[src/rtl/lhm_pkg.sv]
package lhm_pkg;

  typedef logic [1:0] ctr_t;

  localparam ctr_t CTR_WEAK_HIT = 2'b10;
  localparam ctr_t CTR_MAX      = 2'b11;
  localparam ctr_t CTR_MIN      = 2'b00;

  // one training step of a 2-bit saturating counter
  function automatic ctr_t ctr_step(input ctr_t cur, input logic hit);
    ctr_t nxt;
    if (hit) nxt = (cur == CTR_MAX) ? cur : cur + 2'd1;
    else     nxt = (cur == CTR_MIN) ? cur : cur - 2'd1;
    return nxt;
  endfunction

  function automatic logic ctr_says_hit(input ctr_t cur);
    return cur[1];
  endfunction

endpackage

[src/rtl/lhm_ctr_table.sv]
module lhm_ctr_table
  import lhm_pkg::*;
#(
  parameter int IDX_W  = 4,
  parameter int N_PORT = 2
) (
  input  logic                          clk,
  input  logic                          rst_n,
  input  logic [IDX_W-1:0]              rd_idx,
  output ctr_t                          rd_ctr,
  input  logic [N_PORT-1:0]             upd_vld,
  input  logic [N_PORT-1:0][IDX_W-1:0]  upd_idx,
  input  logic [N_PORT-1:0]             upd_hit
);

  localparam int DEPTH = 1 << IDX_W;

  ctr_t ctr_q [DEPTH];
  ctr_t ctr_d [DEPTH];
  logic [DEPTH-1:0] ctr_en;

  for (genvar e = 0; e < DEPTH; e++) begin : g_entry
    // fold the update lanes in lane order
    always_comb begin
      ctr_d[e]  = ctr_q[e];
      ctr_en[e] = 1'b0;
      for (int p = 0; p < N_PORT; p++) begin
        if (upd_vld[p] && (upd_idx[p] == IDX_W'(e))) begin
          ctr_d[e]  = ctr_step(ctr_d[e], upd_hit[p]);
          ctr_en[e] = 1'b1;
        end
      end
    end

    always_ff @(posedge clk or negedge rst_n) begin
      if (!rst_n)          ctr_q[e] <= CTR_WEAK_HIT;
      else if (ctr_en[e])  ctr_q[e] <= ctr_d[e];
    end
  end

  // read returns the registered value, before this cycle's updates
  assign rd_ctr = ctr_q[rd_idx];

endmodule

[src/rtl/lhm_inflight.sv]
module lhm_inflight #(
  parameter int TAG_W = 3,
  parameter int IDX_W = 4,
  parameter int N_RD  = 2
) (
  input  logic                         clk,
  input  logic                         rst_n,
  input  logic                         wr_vld,
  input  logic [TAG_W-1:0]             wr_tag,
  input  logic [IDX_W-1:0]             wr_idx,
  input  logic                         wr_pred,
  input  logic [N_RD-1:0][TAG_W-1:0]   rd_tag,
  output logic [N_RD-1:0][IDX_W-1:0]   rd_idx,
  output logic [N_RD-1:0]              rd_pred
);

  localparam int SLOTS = 1 << TAG_W;

  logic [IDX_W-1:0] idx_q  [SLOTS];
  logic             pred_q [SLOTS];

  for (genvar s = 0; s < SLOTS; s++) begin : g_slot
    logic slot_en;
    assign slot_en = wr_vld && (wr_tag == TAG_W'(s));

    always_ff @(posedge clk or negedge rst_n) begin
      if (!rst_n) begin
        idx_q[s]  <= '0;
        pred_q[s] <= 1'b0;
      end else if (slot_en) begin
        idx_q[s]  <= wr_idx;
        pred_q[s] <= wr_pred;
      end
    end
  end

  for (genvar p = 0; p < N_RD; p++) begin : g_rd
    assign rd_idx[p]  = idx_q[rd_tag[p]];
    assign rd_pred[p] = pred_q[rd_tag[p]];
  end

endmodule

[src/rtl/lhm_replay.sv]
module lhm_replay #(
  parameter int SHADOW = 2,
  parameter int N_RES  = 2
) (
  input  logic             clk,
  input  logic             rst_n,
  input  logic [N_RES-1:0] res_vld,
  input  logic [N_RES-1:0] res_hit,
  input  logic [N_RES-1:0] res_pred,
  output logic             replay
);

  localparam int CNT_W = $clog2(SHADOW + 1);

  logic [N_RES-1:0] lane_bad;
  logic             any_bad;
  logic [CNT_W-1:0] cnt_q, cnt_d;
  logic             cnt_en;

  for (genvar p = 0; p < N_RES; p++) begin : g_lane
    assign lane_bad[p] = res_vld[p] && res_pred[p] && !res_hit[p];
  end
  assign any_bad = |lane_bad;

  always_comb begin
    cnt_d  = cnt_q;
    cnt_en = 1'b0;
    if (any_bad) begin
      cnt_d  = CNT_W'(SHADOW);
      cnt_en = 1'b1;
    end else if (cnt_q != '0) begin
      cnt_d  = cnt_q - 1'b1;
      cnt_en = 1'b1;
    end
  end

  always_ff @(posedge clk or negedge rst_n) begin
    if (!rst_n)      cnt_q <= '0;
    else if (cnt_en) cnt_q <= cnt_d;
  end

  assign replay = (cnt_q != '0);

endmodule

[src/rtl/lhm_predictor.sv]
module lhm_predictor
  import lhm_pkg::*;
#(
  parameter int PC_W     = 32,
  parameter int IDX_W    = 4,
  parameter int TAG_W    = 3,
  parameter int N_RES    = 2,
  parameter int HIT_LAT  = 3,
  parameter int MISS_LAT = 5,
  parameter int SHADOW   = 2,
  parameter int LAT_W    = $clog2(MISS_LAT + 1)
) (
  input  logic                   clk,
  input  logic                   rst_n,
  input  logic                   iss_vld_i,
  input  logic [PC_W-1:0]        iss_pc_i,
  input  logic [TAG_W-1:0]       iss_tag_i,
  output logic                   spec_wake_o,
  output logic [LAT_W-1:0]       lat_o,
  input  logic [N_RES-1:0]       res_vld_i,
  input  logic [N_RES*TAG_W-1:0] res_tag_i,
  input  logic [N_RES-1:0]       res_hit_i,
  output logic                   replay_o
);

  logic [IDX_W-1:0]             iss_idx;
  ctr_t                         iss_ctr;
  logic                         iss_pred;
  logic [N_RES-1:0][TAG_W-1:0]  res_tag;
  logic [N_RES-1:0][IDX_W-1:0]  res_idx;
  logic [N_RES-1:0]             res_pred;
  logic                         unused_pc_bits;

  assign iss_idx        = iss_pc_i[IDX_W+1:2];
  assign unused_pc_bits = ^{iss_pc_i[PC_W-1:IDX_W+2], iss_pc_i[1:0]};

  for (genvar p = 0; p < N_RES; p++) begin : g_unpack
    assign res_tag[p] = res_tag_i[p*TAG_W +: TAG_W];
  end

  lhm_ctr_table #(.IDX_W(IDX_W), .N_PORT(N_RES)) u_table (
    .clk     (clk),
    .rst_n   (rst_n),
    .rd_idx  (iss_idx),
    .rd_ctr  (iss_ctr),
    .upd_vld (res_vld_i),
    .upd_idx (res_idx),
    .upd_hit (res_hit_i)
  );

  assign iss_pred = ctr_says_hit(iss_ctr);

  lhm_inflight #(.TAG_W(TAG_W), .IDX_W(IDX_W), .N_RD(N_RES)) u_inflight (
    .clk     (clk),
    .rst_n   (rst_n),
    .wr_vld  (iss_vld_i),
    .wr_tag  (iss_tag_i),
    .wr_idx  (iss_idx),
    .wr_pred (iss_pred),
    .rd_tag  (res_tag),
    .rd_idx  (res_idx),
    .rd_pred (res_pred)
  );

  lhm_replay #(.SHADOW(SHADOW), .N_RES(N_RES)) u_replay (
    .clk      (clk),
    .rst_n    (rst_n),
    .res_vld  (res_vld_i),
    .res_hit  (res_hit_i),
    .res_pred (res_pred),
    .replay   (replay_o)
  );

  always_comb begin
    spec_wake_o = iss_vld_i && iss_pred;
    if (!iss_vld_i)    lat_o = '0;
    else if (iss_pred) lat_o = LAT_W'(HIT_LAT);
    else               lat_o = LAT_W'(MISS_LAT);
  end

endmodule

[config.mk]
export PLATFORM = sky130hd
export DESIGN_NAME = lhm_predictor
export DESIGN_NICKNAME = d
export VERILOG_FILES = /design/src/rtl/lhm_pkg.sv /design/src/rtl/lhm_ctr_table.sv /design/src/rtl/lhm_inflight.sv /design/src/rtl/lhm_replay.sv /design/src/rtl/lhm_predictor.sv
export SDC_FILE = /design/constraint.sdc
export NUM_CORES = 1
export LEC_CHECK = 0
export BUFFER_PORTS_ARGS = -buffer_cell sky130_fd_sc_hd__buf_2
export CORE_ASPECT_RATIO = 0.7
export CORE_MARGIN = 4
export CORE_UTILIZATION = 55
export DETAILED_ROUTE_END_ITERATION = 8
export PLACE_DENSITY = 0.82
export SYNTH_ARGS = -nofsm -noshare
export SYNTH_HDL_FRONTEND = slang
export SYNTH_SLANG_ARGS = --single-unit
export TNS_END_PERCENT = 30
[constraint.sdc]
create_clock -name clk -period 5.8 [get_ports clk]
set_input_delay 0.29 -clock clk [delete_from_list [all_inputs] [get_ports clk]]
set_output_delay 0.29 -clock clk [all_outputs]
set_load 0.02 [all_outputs]
==> report_table.html, run 1 <==
<table>
<tr><th>Metric</th><th>Value</th></tr>
<tr><th colspan="2">Routing</th></tr>
<tr><td>TritonRoute pass-1 iters</td><td>7</td></tr>
<tr><td>Vias after detailed routing</td><td>5951</td></tr>
<tr><td>Remaining number of nets flagged by the antenna check after routing</td><td>0</td></tr>
<tr><td>Drt wl/cell</td><td>20.5 microns</td></tr>
<tr><td>Avg Vias per Cell</td><td>6.94</td></tr>
<tr><td>Detailed Route Iter0 Violations</td><td>678</td></tr>
<tr><td>DRC errors left</td><td>0</td></tr>
<tr><td>Routed wire length</td><td>17600 microns</td></tr>
<tr><th colspan="2">Setup path</th></tr>
<tr><td>Most numerous cell on the critical path</td><td>sky130_fd_sc_hd__nor2b_1</td></tr>
<tr><td>Data arrival time of the worst path</td><td>3.36 ns</td></tr>
<tr><td>CP cell instances</td><td>buf_2 -&gt; nor2b_1 -&gt; a22oi_1 -&gt; a211oi_1 -&gt; nor2b_1 -&gt; mux2_1 -&gt; a31oi_1 -&gt; o21ai_1</td></tr>
<tr><td>Setup crit start kind</td><td>input pin</td></tr>
<tr><td>WP data required</td><td>6.02 ns</td></tr>
<tr><td>Crit path max fanout</td><td>31</td></tr>
<tr><td>Critical setup path kind</td><td>input pin to register</td></tr>
<tr><td>Critical Path Sink Type</td><td>register</td></tr>
<tr><td>Worst flop-to-flop path startpoint</td><td>u_inflight.idx_q[15]</td></tr>
<tr><td>Count of cells along the worst register-to-register path</td><td>7</td></tr>
<tr><td>Crit path largest cell delay</td><td>1.01 ns</td></tr>
<tr><td>Master of the slowest instance on the critical path</td><td>sky130_fd_sc_hd__a211oi_1</td></tr>
<tr><td>Worst setup path startpoint</td><td>res_tag_i[5]</td></tr>
<tr><th colspan="2">Global routing</th></tr>
<tr><td>Antenna violations before repair</td><td>0</td></tr>
<tr><td>Total GRT Usage</td><td>0.270</td></tr>
<tr><td>Global-route congestion overflow total</td><td>0</td></tr>
<tr><td>Vias in the first global route</td><td>5552</td></tr>
<tr><td>First-pass GRT wire length</td><td>28800 microns</td></tr>
<tr><td>Pin count of the biggest net entering global routing</td><td>75</td></tr>
<tr><th colspan="2">Clock tree</th></tr>
<tr><td>Clock-pin slew on the worst setup and hold paths</td><td>0.06 ns</td></tr>
<tr><td>Longest Clk Path Bufs</td><td>2</td></tr>
<tr><td>Root buffer cell</td><td>sky130_fd_sc_hd__clkbuf_16</td></tr>
<tr><td>CTS tree</td><td>built</td></tr>
<tr><td>Total of cells resized after clock tree synthesis</td><td>0</td></tr>
<tr><td>Num Clock Sinks</td><td>74</td></tr>
<tr><td>Post-CTS Hold Fix Bufs</td><td>0</td></tr>
<tr><td>Number of CTS-inserted buffers</td><td>9</td></tr>
<tr><td>CTS H-tree lvls</td><td>3</td></tr>
<tr><td>Setup Buffers After CTS</td><td>0</td></tr>
<tr><td>Clock insertion delay at the later pin of the skew report</td><td>0.34 ns</td></tr>
<tr><th colspan="2">Timing</th></tr>
<tr><td>Tightest hold margin</td><td>0.117 ns</td></tr>
<tr><td>Final-report setup violation count</td><td>0</td></tr>
<tr><td>Slew @ Worst Pin</td><td>1.18 ns</td></tr>
<tr><td>Slew Limit Fails</td><td>0</td></tr>
<tr><td>Period utilisation layout</td><td>0.541</td></tr>
<tr><td>Largest clock skew in the final design</td><td>0.00660 ns</td></tr>
<tr><td>Max Freq</td><td>319 MHz</td></tr>
<tr><td>Worst slew margin relative to its limit</td><td>0.205</td></tr>
<tr><td>Total negative slack</td><td>0 ns</td></tr>
<tr><td>Time the worst path needs with I/O delays and setup</td><td>3.14 ns</td></tr>
<tr><td>Unrepaired setup endpoints after global routing</td><td>false</td></tr>
<tr><td>Final Hold Fails</td><td>0</td></tr>
<tr><th colspan="2">Die</th></tr>
<tr><td>Number of ports placed on the die boundary</td><td>53</td></tr>
<tr><td>Initial core utilization</td><td>0.571</td></tr>
<tr><td>CORE AREA</td><td>0.0112 sq mm</td></tr>
<tr><td>Number of core rows</td><td>32</td></tr>
<tr><td>Die area</td><td>0.0134 sq mm</td></tr>
<tr><td>Die span in y</td><td>98.1 microns</td></tr>
<tr><td>Die boundary width</td><td>137 microns</td></tr>
<tr><th colspan="2">Yosys</th></tr>
<tr><td>Post-synthesis net count</td><td>771</td></tr>
<tr><td>Synthesized area</td><td>0.00637 sq mm</td></tr>
<tr><td>Sequential fraction of the synthesis area</td><td>0.294</td></tr>
<tr><td>FF+latch count, synth</td><td>74</td></tr>
<tr><td>Number of enable flip-flop cells after synthesis</td><td>0</td></tr>
<tr><td>Netlist cell types</td><td>75</td></tr>
<tr><td>Syn avg cell area</td><td>8.83 sq um</td></tr>
<tr><td>Post-synthesis instance total</td><td>722</td></tr>
<tr><td>Warning count from the yosys run</td><td>0</td></tr>
<tr><td>Dominant register cell in the synthesized netlist</td><td>sky130_fd_sc_hd__dfrtp_1</td></tr>
<tr><td>Synth async-reset ratio</td><td>1.00</td></tr>
<tr><th colspan="2">Placement</th></tr>
<tr><td>Routability congestion estimate from global placement</td><td>0.987</td></tr>
<tr><td>DP Wirelength</td><td>12200 microns</td></tr>
<tr><td># placed instances</td><td>841</td></tr>
<tr><td>Instance area at placement</td><td>0.00644 sq mm</td></tr>
<tr><td>Count of buffers from port buffering</td><td>24</td></tr>
<tr><th colspan="2">Cells and area</th></tr>
<tr><td>Final cell utilization of the core</td><td>0.605</td></tr>
<tr><td>Most frequent standard cell in the layout excluding fill and tap cells</td><td>sky130_fd_sc_hd__nor2_1</td></tr>
<tr><td>Area growth syn-to-layout</td><td>5.97%</td></tr>
<tr><td>Cell Count, Final, Fillers Out</td><td>857</td></tr>
<tr><td>Number of antenna cells inserted</td><td>0</td></tr>
<tr><td>NumNets Final</td><td>748</td></tr>
<tr><td>Final Instance Area</td><td>0.00676 sq mm</td></tr>
<tr><td>Filler Cells Inserted</td><td>890</td></tr>
<tr><td>Fraction of final layout cells with drive strength greater than 1</td><td>0.193</td></tr>
<tr><td>Most used cells in the layout excluding fill and tap cells</td><td>sky130_fd_sc_hd__nor2_1, sky130_fd_sc_hd__dfrtp_1, sky130_fd_sc_hd__mux2_2, sky130_fd_sc_hd__nand2_1</td></tr>
<tr><th colspan="2">Power and ir drop</th></tr>
<tr><td>Power density relative to cell area</td><td>377 mW/mm^2</td></tr>
<tr><td>Peak supply drop</td><td>0.000225 V</td></tr>
<tr><td>Leakage</td><td>2.55 nW</td></tr>
<tr><th colspan="2">Status</th></tr>
<tr><td>Status</td><td>finished, final reports clean</td></tr>
<tr><th colspan="2">Job</th></tr>
<tr><td>Max Cap Violations</td><td>0</td></tr>
<tr><th colspan="2">Hold path</th></tr>
<tr><td>Hold/Removal Path Class</td><td>input pin to asynchronous set/reset pin</td></tr>
</table>
==> report_power, final <==
part / switching (mW) / internal (mW)
Combinational: 0.523 / 0.449
Clock: 0.241 / 0.350
Sequential: 0.276 / 0.710
Total: 1.04 / 1.51
==> Yosys cell counts (all sizes together), types with 4 or more instances <==
library cell / count / area share
xor2: 6 / 0.0082
mux4: 16 / 0.057
nand3: 20 / 0.018
a211oi: 15 / 0.018
o311ai: 6 / 0.0082
nand3b: 7 / 0.0082
a211o: 7 / 0.0096
nor3b: 5 / 0.0067
maj3: 13 / 0.020
a2111oi: 4 / 0.0065
nand4: 13 / 0.013
or3: 7 / 0.0069
a21oi: 36 / 0.028
a221oi: 4 / 0.0055
nor4: 4 / 0.0049
inv: 21 / 0.012
or2: 7 / 0.0069
o21ai: 34 / 0.027
and2: 10 / 0.0098
clkbuf: 43 / 0.025
a311oi: 8 / 0.011
o21a: 5 / 0.0059
a21o: 4 / 0.0059
buf: 17 / 0.016
nand2b: 8 / 0.0079
nor3: 21 / 0.020
o32ai: 6 / 0.0082
dfstp: 16 / 0.066
nor2: 75 / 0.045
o211ai: 9 / 0.011
o22ai: 8 / 0.0079
nand2: 45 / 0.026
a31oi: 10 / 0.0098
nor2b: 15 / 0.015
dfrtp: 58 / 0.23
mux2: 53 / 0.094
o2111ai: 6 / 0.0082
and3: 7 / 0.0069
mux2i: 37 / 0.060
a22oi: 6 / 0.0071
==> final cells by class <==
class	instances	area, sq um	share of cell area
clock buffers	10	239	0.0354
clock inverters	6	72.6	0.0107
inverters	22	82.6	0.0122
multi-input cells	566	4160	0.616
flip-flops and latches	74	1870	0.277
well taps	153	191	0.0283
repair buffers	26	138	0.0204
==> kinds of logic (layout without fill, tap and decap cells) <==
family          after synthesis  count (layout)  share of synthesized area
fa+ha+maj                    14              14                     0.0224
simple gates                250             250                      0.204
mux                         106             106                      0.210
buf+inv                      82              64                     0.0538
xor+xnor                      9               9                     0.0124
flops                        74              74                      0.294
compound gates              187             187                      0.204
==> metrics by stage <==
step	setup WS (ns)	total power, mW
floorplan	3.25	1.68
finish	2.66	2.55
CTS	2.83	2.52
global placement	2.58	1.84
detailed placement	2.48	1.93
global route	2.41	2.71
==> path summary, 6_finish.rpt <==
path	endpoint	slack (ns)
min in group clk	u_inflight.idx_q[3]	0.34
max reg2reg	u_table.ctr_q[30]	2.73
max	u_table.ctr_q[10]	2.66
min	u_table.ctr_q[4]	0.12
min reg2reg	u_inflight.pred_q[4]	0.53
max in group asynchronous	u_inflight.pred_q[4]	5.05
==> per-layer routing <==
layer  wire [microns]  part of all wire  track usage
met3             1650             0.094       0.0587
met1             7700              0.44        0.402
met5                0                 0            0
met4              354             0.020       0.0790
met2             7860              0.45        0.395
==> worst max-delay path, delay by kind of cell <==
family                 cells  cell delay [ns]
AO/OA/AOI/OAI              4             1.41
AND/OR/NAND/NOR            2             0.78
buffers and inverters      1             0.49
multiplexers               1             0.38
==> sequential cells by signal, indices dropped and copies added (netlist names) <==
register           cells
u_table.ctr_q         32
u_replay.cnt_q         2
u_inflight.idx_q      32
u_inflight.pred_q      8
No activity file was read; power rests on OpenSTA's default activity.
==> inputs of run 2 (changes only) <==
--- a/config.mk
+++ b/config.mk
@@ -10,7 +10,7 @@
 export CORE_MARGIN = 4
 export CORE_UTILIZATION = 55
 export DETAILED_ROUTE_END_ITERATION = 8
-export PLACE_DENSITY = 0.82
+export PLACE_DENSITY = 0.85
 export SYNTH_ARGS = -nofsm -noshare
 export SYNTH_HDL_FRONTEND = slang
 export SYNTH_SLANG_ARGS = --single-unit
==> constraint.sdc (replaced) <==
create_clock -name clk -period 2.5 [get_ports clk]
set_input_delay 0.125 -clock clk [delete_from_list [all_inputs] [get_ports clk]]
set_output_delay 0.125 -clock clk [all_outputs]
set_load 0.02 [all_outputs]
==> report_table.html, run 2 (synthesized netlist as in run 1, its figures left out) <==
<table>
<tr><th>Metric</th><th>Value</th></tr>
<tr><th colspan="2">Setup path</th></tr>
<tr><td>Worst flop-to-flop path startpoint</td><td>u_inflight.idx_q[28]</td></tr>
<tr><td>Crit path max fanout</td><td>7</td></tr>
<tr><td>Worst setup path startpoint</td><td>u_inflight.idx_q[28]</td></tr>
<tr><td>Critical Path Sink Type</td><td>register</td></tr>
<tr><td>R2R Setup Slk</td><td>-0.04 ns</td></tr>
<tr><td>Critical setup path kind</td><td>register to register</td></tr>
<tr><td>Setup crit start kind</td><td>register</td></tr>
<tr><td>Worst path bufs/invs</td><td>2</td></tr>
<tr><td>WP data required</td><td>2.76 ns</td></tr>
<tr><td>Crit path largest cell delay</td><td>0.49 ns</td></tr>
<tr><td>Master of the slowest instance on the critical path</td><td>sky130_fd_sc_hd__mux4_2</td></tr>
<tr><td>CP cell instances</td><td>mux2_4 -&gt; mux4_2 -&gt; a21o_4 -&gt; buf_6 -&gt; nor3_4 -&gt; buf_6 -&gt; maj3_2 -&gt; nor2_2 -&gt; a311oi_2</td></tr>
<tr><td>CP top delay family</td><td>multiplexers</td></tr>
<tr><td>Data arrival time of the worst path</td><td>2.80 ns</td></tr>
<tr><td>Most numerous cell on the critical path</td><td>sky130_fd_sc_hd__buf_6</td></tr>
<tr><th colspan="2">Power and ir drop</th></tr>
<tr><td>Peak supply drop</td><td>0.000453 V</td></tr>
<tr><td>Leakage</td><td>2.88 nW</td></tr>
<tr><td>Power density relative to cell area</td><td>848 mW/mm^2</td></tr>
<tr><td>Final total power</td><td>6.24 mW</td></tr>
<tr><th colspan="2">Routing</th></tr>
<tr><td>DRC errors left</td><td>0</td></tr>
<tr><td>TritonRoute pass-1 iters</td><td>6</td></tr>
<tr><td>Vias after detailed routing</td><td>6266</td></tr>
<tr><td>Routed wire length</td><td>18900 microns</td></tr>
<tr><td>Remaining number of nets flagged by the antenna check after routing</td><td>0</td></tr>
<tr><td>Avg Vias per Cell</td><td>6.82</td></tr>
<tr><td>Detailed Route Iter0 Violations</td><td>806</td></tr>
<tr><td>Drt wl/cell</td><td>20.6 microns</td></tr>
<tr><th colspan="2">Timing</th></tr>
<tr><td>Time the worst path needs with I/O delays and setup</td><td>2.54 ns</td></tr>
<tr><td>Slew @ Worst Pin</td><td>1.00 ns</td></tr>
<tr><td>Largest clock skew in the final design</td><td>0.0126 ns</td></tr>
<tr><td>Fin worst setup slack</td><td>-0.0387 ns</td></tr>
<tr><td>Slew Limit Fails</td><td>0</td></tr>
<tr><td>Worst slew margin relative to its limit</td><td>0.332</td></tr>
<tr><td>Final-report setup violation count</td><td>2</td></tr>
<tr><td>Max Freq</td><td>394 MHz</td></tr>
<tr><td>Unrepaired setup endpoints after global routing</td><td>true</td></tr>
<tr><td>Period utilisation layout</td><td>1.02</td></tr>
<tr><td>Final Hold Fails</td><td>0</td></tr>
<tr><th colspan="2">Cells and area</th></tr>
<tr><td>Fraction of final layout cells with drive strength greater than 1</td><td>0.289</td></tr>
<tr><td>Largest registers</td><td>u_inflight.idx_q: 32 flops, u_table.ctr_q: 32 flops, u_inflight.pred_q: 8 flops</td></tr>
<tr><td>NumNets Final</td><td>810</td></tr>
<tr><td>Most frequent standard cell in the layout excluding fill and tap cells</td><td>sky130_fd_sc_hd__nor2_1</td></tr>
<tr><td>Most used cells in the layout excluding fill and tap cells</td><td>sky130_fd_sc_hd__nor2_1, sky130_fd_sc_hd__buf_4, sky130_fd_sc_hd__dfrtp_1, sky130_fd_sc_hd__mux2_2, sky130_fd_sc_hd__nand2_1</td></tr>
<tr><td>Final Instance Area</td><td>0.00736 sq mm</td></tr>
<tr><td>Area growth syn-to-layout</td><td>15.4%</td></tr>
<tr><td>Number of antenna cells inserted</td><td>0</td></tr>
<tr><td>Cell Count, Final, Fillers Out</td><td>919</td></tr>
<tr><th colspan="2">Hold path</th></tr>
<tr><td>Hold/Removal Path Class</td><td>input pin to register</td></tr>
<tr><td>Hold_sp</td><td>iss_pc_i[4]</td></tr>
<tr><th colspan="2">Die</th></tr>
<tr><td>Number of core rows</td><td>32</td></tr>
<tr><td>Die boundary width</td><td>137 microns</td></tr>
<tr><td>CORE AREA</td><td>0.0112 sq mm</td></tr>
<tr><td>Die span in y</td><td>98.1 microns</td></tr>
<tr><td>Die area</td><td>0.0134 sq mm</td></tr>
<tr><td>Initial core utilization</td><td>0.571</td></tr>
<tr><td>Number of ports placed on the die boundary</td><td>53</td></tr>
<tr><th colspan="2">Placement</th></tr>
<tr><td>Count of buffers from port buffering</td><td>24</td></tr>
<tr><td>Instance area at placement</td><td>0.00686 sq mm</td></tr>
<tr><td># placed instances</td><td>897</td></tr>
<tr><td>DP Wirelength</td><td>13100 microns</td></tr>
<tr><td>Routability congestion estimate from global placement</td><td>0.918</td></tr>
<tr><th colspan="2">Clock tree</th></tr>
<tr><td>CTS H-tree lvls</td><td>3</td></tr>
<tr><td>Clock-pin slew on the worst setup and hold paths</td><td>0.06 ns</td></tr>
<tr><td>CTS tree</td><td>built</td></tr>
<tr><td>Longest Clk Path Bufs</td><td>2</td></tr>
<tr><td>Root buffer cell</td><td>sky130_fd_sc_hd__clkbuf_16</td></tr>
<tr><td>Clock insertion delay at the later pin of the skew report</td><td>0.35 ns</td></tr>
<tr><td>Number of CTS-inserted buffers</td><td>9</td></tr>
<tr><td>Num Clock Sinks</td><td>74</td></tr>
<tr><th colspan="2">Global routing</th></tr>
<tr><td>Global-route congestion overflow total</td><td>0</td></tr>
<tr><td>Antenna violations before repair</td><td>1</td></tr>
<tr><td>Pin count of the biggest net entering global routing</td><td>75</td></tr>
<tr><td>Total GRT Usage</td><td>0.283</td></tr>
<tr><td>First-pass GRT wire length</td><td>30100 microns</td></tr>
<tr><td>Vias in the first global route</td><td>5967</td></tr>
<tr><th colspan="2">Job</th></tr>
<tr><td>Max Cap Violations</td><td>0</td></tr>
<tr><th colspan="2">Status</th></tr>
<tr><td>Violations in the final reports</td><td>setup timing</td></tr>
<tr><td>Status</td><td>finished with violations</td></tr>
</table>
-- run 2: area by class of cell --
type	count	area, sq um
clock inverters	6	68.8
multi-input cells	566	4290
inverters	22	82.6
well taps	153	191
flip-flops and latches	74	1870
fillers	825	3810
repair buffers	88	617
clock buffers	10	229
-- run 2: per-stage QoR --
| step | utilization | hold slack, ns | TNS, ns | setup WS, ns |
|---|---|---|---|---|
| floorplan | - | -0.171 | 0 | 0.0494 |
| global placement | 0.614 | 0.332 | -0.0176 | -0.0176 |
| detailed placement | 0.614 | 0.352 | -0.188 | -0.0509 |
| CTS | 0.645 | 0.168 | -0.0997 | -0.0512 |
| global route | 0.658 | 0.195 | -0.644 | -0.126 |
| finish | 0.658 | 0.175 | -0.0632 | -0.0387 |
-- run 2: worst paths after layout --
kind                            cells after the start                   end
worst max-delay path                                9      u_table.ctr_q[7]
worst min-delay path                                2  u_inflight.idx_q[14]
worst max register to register                      9      u_table.ctr_q[7]
worst min register to register                      1  u_inflight.pred_q[3]
max in group asynchronous                           2  u_inflight.idx_q[28]
min in group asynchronous                           2     u_replay.cnt_q[1]
-- run 2: worst reg2reg max path, delay by kind of cell, from the launching register on --
kind / cells / cell delay, ns
DFF: 1 / 0.43
muxes: 2 / 0.77
buffers and inverters: 2 / 0.29
and+or+nand+nor: 2 / 0.27
adders and majority gates: 1 / 0.18
AOI/OAI and AO/OA: 2 / 0.50
-- run 2: power by group --
group	internal [mW]	total [mW]	switching, mW
clock network	0.777	1.33	0.555
registers	1.65	2.29	0.639
logic	1.26	2.62	1.36
total	3.68	6.24	2.55
-- run 2: routing by layer --
metal	track usage	vias up	part of all wire
met1	0.387	3015	0.41
met3	0.0690	66	0.10
met4	0.106	2	0.025
li1	-	2803	-
met2	0.436	380	0.46
met5	0	-	0.00069
-- run 2: repair_timing --
item,in CTS,in global routing
hold buffers,1,0
hold endpoints to repair,40,0
buffers inserted,2,3
pin swaps,1,11
resized for setup,5,33
endpoints found under the setup margin,9,21
